`config.mk`:
```
export PLATFORM = sky130hd
export DESIGN_NAME = gpio_grp_port
export DESIGN_NICKNAME = d
export VERILOG_FILES = /design/src/rtl/gpio_grp_pkg.sv /design/src/rtl/gpio_in_stage.sv /design/src/rtl/gpio_group_irq.sv /design/src/rtl/gpio_grp_port.sv
export SDC_FILE = /design/constraint.sdc
export NUM_CORES = 1
export LEC_CHECK = 0
export BUFFER_PORTS_ARGS = -buffer_cell sky130_fd_sc_hd__buf_2
export CAP_MARGIN = 30
export CORE_ASPECT_RATIO = 1.25
export CORE_MARGIN = 3
export CORE_UTILIZATION = 30
export DETAILED_ROUTE_END_ITERATION = 8
export RECOVER_POWER = 25
export SLEW_MARGIN = 40
export SYNTH_ARGS = -nofsm -noshare
export SYNTH_HDL_FRONTEND = slang
export SYNTH_SLANG_ARGS = --single-unit
export TNS_END_PERCENT = 100
```
`constraint.sdc`:
```
create_clock -name clk -period 1.9 [get_ports clk]
set_clock_uncertainty 0.2 [all_clocks]
set_input_delay 0.19 -clock clk [delete_from_list [all_inputs] [get_ports clk]]
set_output_delay 0.19 -clock clk [all_outputs]
set_load 0.02 [all_outputs]
```
`src/rtl/gpio_grp_pkg.sv`:
```
package gpio_grp_pkg;
  typedef enum logic [3:0] {
    A_DIR    = 4'd0,
    A_INV    = 4'd1,
    A_VAL    = 4'd2,
    A_SET    = 4'd3,
    A_CLR    = 4'd4,
    A_CAUSE  = 4'd5,
    A_MASK_A = 4'd6,
    A_MASK_B = 4'd7,
    A_MODE   = 4'd8
  } reg_addr_e;

  localparam int unsigned MODE_BIT = 10;
  localparam logic [31:0] MODE_RB  = 32'h11FF_0000;
endpackage

```
`src/rtl/gpio_in_stage.sv`:
```
module gpio_in_stage #(
  parameter int unsigned W = 32
) (
  input  logic         clk,
  input  logic         rst_n,
  input  logic [W-1:0] pin_in,
  input  logic [W-1:0] inv,
  output logic [W-1:0] samp,
  output logic [W-1:0] rise
);
  logic [W-1:0] s1_q, s2_q, prev_q;

  always_ff @(posedge clk) begin
    if (!rst_n) begin
      s1_q   <= '0;
      s2_q   <= '0;
      prev_q <= '0;
    end else begin
      s1_q   <= pin_in;
      s2_q   <= s1_q;
      prev_q <= samp;
    end
  end

  // polarity applies ahead of edge detection
  assign samp = s2_q ^ inv;
  assign rise = samp & ~prev_q;
endmodule

```
`src/rtl/gpio_group_irq.sv`:
```
module gpio_group_irq #(
  parameter int unsigned GW = 8
) (
  input  logic          clk,
  input  logic          rst_n,
  input  logic          level_mode,
  input  logic [GW-1:0] cause,
  input  logic [GW-1:0] lvl,
  input  logic [GW-1:0] mask,
  output logic          irq
);
  always_ff @(posedge clk) begin
    if (!rst_n) irq <= 1'b0;
    else        irq <= level_mode ? |(lvl & mask) : |(cause & mask);
  end

  // a fully masked group stays quiet
  p_quiet_r10: assert property (@(posedge clk) disable iff (!rst_n)
    (mask == '0) |=> !irq);
endmodule

```
`src/rtl/gpio_grp_port.sv`:
```
module gpio_grp_port
  import gpio_grp_pkg::*;
#(
  parameter int unsigned NPINS = 32,
  parameter int unsigned GW    = 8
) (
  input  logic                  clk,
  input  logic                  rst_n,
  input  logic                  wr_en,
  input  logic                  rd_en,
  input  logic [3:0]            addr,
  input  logic [NPINS-1:0]      wdata,
  output logic [NPINS-1:0]      rdata,
  input  logic [NPINS-1:0]      pin_in,
  output logic [NPINS-1:0]      pin_out,
  output logic [NPINS-1:0]      pin_oe,
  output logic [NPINS/GW-1:0]   irq
);
  localparam int unsigned NGRP = NPINS / GW;
  localparam logic [NPINS-1:0] MODE_CONST = NPINS'(MODE_RB);

  logic [NPINS-1:0] dir_q, inv_q, val_q, cause_q, mask_q;
  logic             mode_q;
  logic [NPINS-1:0] samp, rise, rise_in, out_d, val_d, cause_d, wmask;
  logic wr_dir, wr_inv, wr_val, wr_set, wr_clr, wr_cause, wr_mask, wr_mode;

  gpio_in_stage #(.W(NPINS)) u_in (
    .clk(clk), .rst_n(rst_n), .pin_in(pin_in), .inv(inv_q),
    .samp(samp), .rise(rise)
  );

  assign wr_dir   = wr_en && (addr == A_DIR);
  assign wr_inv   = wr_en && (addr == A_INV);
  assign wr_val   = wr_en && (addr == A_VAL);
  assign wr_set   = wr_en && (addr == A_SET);
  assign wr_clr   = wr_en && (addr == A_CLR);
  assign wr_cause = wr_en && (addr == A_CAUSE);
  assign wr_mask  = wr_en && ((addr == A_MASK_A) || (addr == A_MASK_B));
  assign wr_mode  = wr_en && (addr == A_MODE);

  assign wmask   = wdata & dir_q;
  assign rise_in = rise & ~dir_q;

  always_comb begin
    out_d = val_q & dir_q;
    if (wr_val) out_d = wmask;
    if (wr_set) out_d = out_d | wmask;
    if (wr_clr) out_d = out_d & ~wmask;
    val_d = (out_d & dir_q) | (samp & ~dir_q);
  end

  always_comb begin
    cause_d = (wr_cause && !mode_q) ? wdata : cause_q;
    cause_d = cause_d | rise_in;
  end

  always_ff @(posedge clk) begin
    if (!rst_n) begin
      dir_q   <= '0;
      inv_q   <= '0;
      val_q   <= '0;
      cause_q <= '0;
      mask_q  <= '0;
      mode_q  <= 1'b0;
    end else begin
      if (wr_dir)  dir_q  <= wdata;
      if (wr_inv)  inv_q  <= wdata;
      if (wr_mask) mask_q <= wdata;
      if (wr_mode) mode_q <= wdata[MODE_BIT];
      val_q   <= val_d;
      cause_q <= cause_d;
    end
  end

  always_ff @(posedge clk) begin
    if (!rst_n) rdata <= '0;
    else if (rd_en) begin
      case (addr)
        A_DIR:              rdata <= dir_q;
        A_INV:              rdata <= inv_q;
        A_VAL:              rdata <= val_q;
        A_CAUSE:            rdata <= cause_q;
        A_MASK_A, A_MASK_B: rdata <= mask_q;
        A_MODE: begin
          rdata           <= MODE_CONST;
          rdata[MODE_BIT] <= mode_q;
        end
        default:            rdata <= '0;
      endcase
    end
  end

  assign pin_out = val_q;
  assign pin_oe  = dir_q;

  for (genvar g = 0; g < NGRP; g++) begin : g_grp
    gpio_group_irq #(.GW(GW)) u_grp (
      .clk(clk), .rst_n(rst_n), .level_mode(mode_q),
      .cause(cause_q[g*GW +: GW]),
      .lvl  (val_q[g*GW +: GW] & ~dir_q[g*GW +: GW]),
      .mask (mask_q[g*GW +: GW]),
      .irq  (irq[g])
    );
  end

  // a full-value write lands only on output pins
  p_val_gate_r2: assert property (@(posedge clk) disable iff (!rst_n)
    wr_val |=> ((pin_out & $past(dir_q)) == ($past(wdata) & $past(dir_q))));

  // set raises and clear lowers the addressed output pins
  p_set_r3: assert property (@(posedge clk) disable iff (!rst_n)
    wr_set |=> ((pin_out & $past(wmask)) == $past(wmask)));
  p_clr_r3: assert property (@(posedge clk) disable iff (!rst_n)
    wr_clr |=> ((pin_out & $past(wmask)) == '0));

  // cause bits only drop through an edge-mode cause write
  p_cause_keep_r8: assert property (@(posedge clk) disable iff (!rst_n)
    !(wr_cause && !mode_q) |=> (($past(cause_q) & ~cause_q) == '0));

  // the mode readback keeps its fixed upper pattern
  p_mode_rb_r7: assert property (@(posedge clk) disable iff (!rst_n)
    (rd_en && (addr == A_MODE)) |=> (rdata[NPINS-1:MODE_BIT+1] == MODE_CONST[NPINS-1:MODE_BIT+1]));
endmodule

```
==> reports/qor.csv <==
metric,value,unit
run status,finished clean,
I/O Pins,172,
M1 GR Usage,23.6,%
fmax,564,MHz
Max clock buf depth,3,
"Avg Cell Area, Syn",8.71,sq um
design area,15500,sq um
Pwr Density,872,nW/um^2
setup violators final,0,
switching share of total power,24.2,%
PostCTS Resize Cnt,0,
top area cells in the synthesized netlist,"dfxtp_1, nand2_1, a21oi_1",
core box area,39500,sq um
max incr delay on CP,0.57,ns
Int Pwr,10.2,mW
clk slew on worst S/H paths,0.06,ns
Hold Path Class,input port to register,
input/output buffers,171,
remaining antenna violation count,0,
CP Cell Sequence,buf_2 -> clkbuf_1 -> nor4_4 -> and2_1 -> buf_12 -> nand2_1 -> a21oi_1 -> dlygate4sd3_1,
Synth Register Bits,293,
TritonCTS buffer count,30,
Critical Path Fanout Max,20,
Max-slew headroom,53.4,%
GR Util met3,4.27,%
FF-to-FF setup slack,0.34,ns
vias in the first global route,11000,
DP Cell Count,2028,
synthesized area,12100,sq um
Fillers,3995,
Comb power frac,8.8,%
die area,42800,sq um
"area leader, netlist",dfxtp_1,
max cap viols,0,
GRT Total Usage,19.0,%
RSZ-0062 raised after global routing,false,
Worst Setup End Kind,register,
initial cell density of the core,30.6,%
Worst-Margin Slew,0.699,ns
total wire length,41.6,mm
ys flop type,dfxtp_1,
sequential power share,48.4,%
post-CTS setup buffers,0,
Final Hold Vio Count,0,
grt total ovfl,0,
register area share after synthesis,48.5,%
"Slew Viols, Final",0,
Clock Latency Late Sink,0.57,ns
DRC viols,0,
switching pwr,3.26,mW
routed vias,11100,
Synth Instances,1389,
Max rail drop VDD,0.625,mV
CP max-delay cell,dlygate4sd3_1,
DRT Pass-1 Iters,5,
post-synth top area share,48.5,%
Syn Nets,1461,
Layout area overhead,27.7,%
drt initial violations,797,
CTS tree,built,
"Req. time, crit path",2.21,ns
largest net degree at the start of global routing,47,
global placement routability congestion,0.857,
global-route wire length before repair,64.0,mm
grt met2 use,32.0,%
Hold Worst Slack,0.0430,ns
DR WL/cell,19.3,um
CP Class,input port to register,
clk sinks,293,
# nets final,1706,
Post-synth EDFFs,0,
n_diodes,0,
Yosys cell types,52,
vias per cell,5.15,
fraction of layout cells with a size suffix above 1,17.7,%
Placed Area,13800,sq um
Die Y,231,um
Final HPWL DP,28.7,mm
final setup TNS,0,ns
startpoint class of the critical path,input port,
YS warnings,0,
CTS Root Cell,clkbuf_16,
critical path arrival,2.09,ns
fin crit share,93.3,%
Pleak,6.38,nW
min cycle time layout,1.77,ns
total power,13.5,mW
GRT busiest layer,met2,
Clk pwr share,42.9,%
ys async rst share,0,%
Final Non-Filler Cells,2153,
FP Rows,81,
H-tree level count,1,
die width,186,um
initial antenna violation count,1,
[logic make-up (layout without fill, tap and decap cells)]
kind of cell | count (synthesis) | count (layout) | share of synthesized area [%]
buf+inv | 156 | 422 | 5.89
simple gates | 430 | 430 | 16.4
compound gates | 424 | 424 | 22.4
mux | 54 | 54 | 4.47
flops | 293 | 293 | 48.5
xor+xnor | 32 | 32 | 2.32
[worst max-delay path, delay by kind of cell]
family	cells	cell delay [ns]
buffers and inverters	4	1.08
and+or+nand+nor	3	0.68
AOI/OAI and AO/OA	1	0.13
[registers in the layout, summed over array words and instances, names as in the netlist]
name	flops
pin_oe	32
inv_q	32
pin_out	32
g_grp.u_grp.irq	4
u_in.s2_q	32
u_in.s1_q	32
u_in.prev_q	32
mode_q	1
mask_q	32
cause_q	32
rdata	32
[timing repair]
item	4_1_cts	5_1_grt
endpoints found under the hold margin	200	0
setup endpoints to repair	0	0
hold buffers	72	0
[placed cells by master, fill, tap and decap left out, types with 23 or more instances in the layout]
cell type and instances:
or3_1 30, xnor2_1 30, a221oi_1 23, dfxtp_1 293
a21oi_1 158, mux2i_1 54, a22oi_1 27, inv_1 52
o21ai_0 69, clkbuf_16 31, nand2_1 259, buf_2 170
and2_1 63, dlygate4sd3_1 72, nor2_1 42, buf_4 53
[synth_stat cells, types with 5 or more instances]
cell and n:
a222oi_1 5, buf_2 21, nor2_1 43, buf_6 7, clkbuf_1 54, nand3b_1 5, nor3_1 9, mux2i_1 54
a41oi_1 10, nand2_1 259, a211oi_1 9, inv_1 52, o32a_1 21, o22ai_1 12, or3_1 30, xnor2_1 30
o21a_1 21, o21ai_0 66, and2_1 65, o21ai_1 18, a221oi_1 23, dfxtp_1 293, buf_1 8, a22oi_1 27
a21oi_1 158, o2bb2ai_1 21, a21o_1 7, buf_4 13
[layer usage]
metal | routed length [um] | up-vias
met5 | 12 | -
met4 | 1340 | 2
met3 | 3100 | 85
met2 | 19900 | 408
met1 | 17200 | 5245
li1 | - | 5343
[per-stage QoR]
step,utilization (%),setup slack [ns]
2_1_floorplan,-,0.204
3_3_place_gp,35.0,-0.0122
3_5_place_dp,35.0,-0.0293
4_1_cts,39.2,0.180
5_1_grt,39.1,0.00716
6_report,39.1,0.127
[final timing paths]
check / startpoint / depth (start not counted) / end
worst max-delay path: addr[3] / 8 / pin_oe[26]
worst min-delay path: addr[1] / 4 / rdata[10]
worst max register to register: pin_out[26] / 4 / g_grp[3].u_grp.irq
worst min register to register: u_in.s1_q[29] / 1 / u_in.s2_q[29]
[power groups by stage]
| stage | Sequential, mW | Combinational, mW | Clock [mW] |
|---|---|---|---|
| floorplan | 6.65 | 0.568 | 0 |
| global placement | 6.65 | 1.06 | 0 |
| detailed placement | 6.65 | 1.07 | 0 |
| CTS | 6.51 | 1.19 | 5.91 |
| global route | 6.54 | 1.29 | 6.13 |
| finish | 6.52 | 1.18 | 5.77 |
[area by class of cell]
cell class / instances / area (sq um) / area share, %
clock buffers: 48 / 940 / 6.08
clock inverters: 5 / 27.5 / 0.178
inverters: 53 / 201 / 1.30
multi-input cells: 940 / 5530 / 35.8
flip-flops and latches: 293 / 5870 / 38.0
well taps: 498 / 623 / 4.03
repair buffers: 316 / 2270 / 14.7
Note: power is estimated with default switching activity, not from simulation.
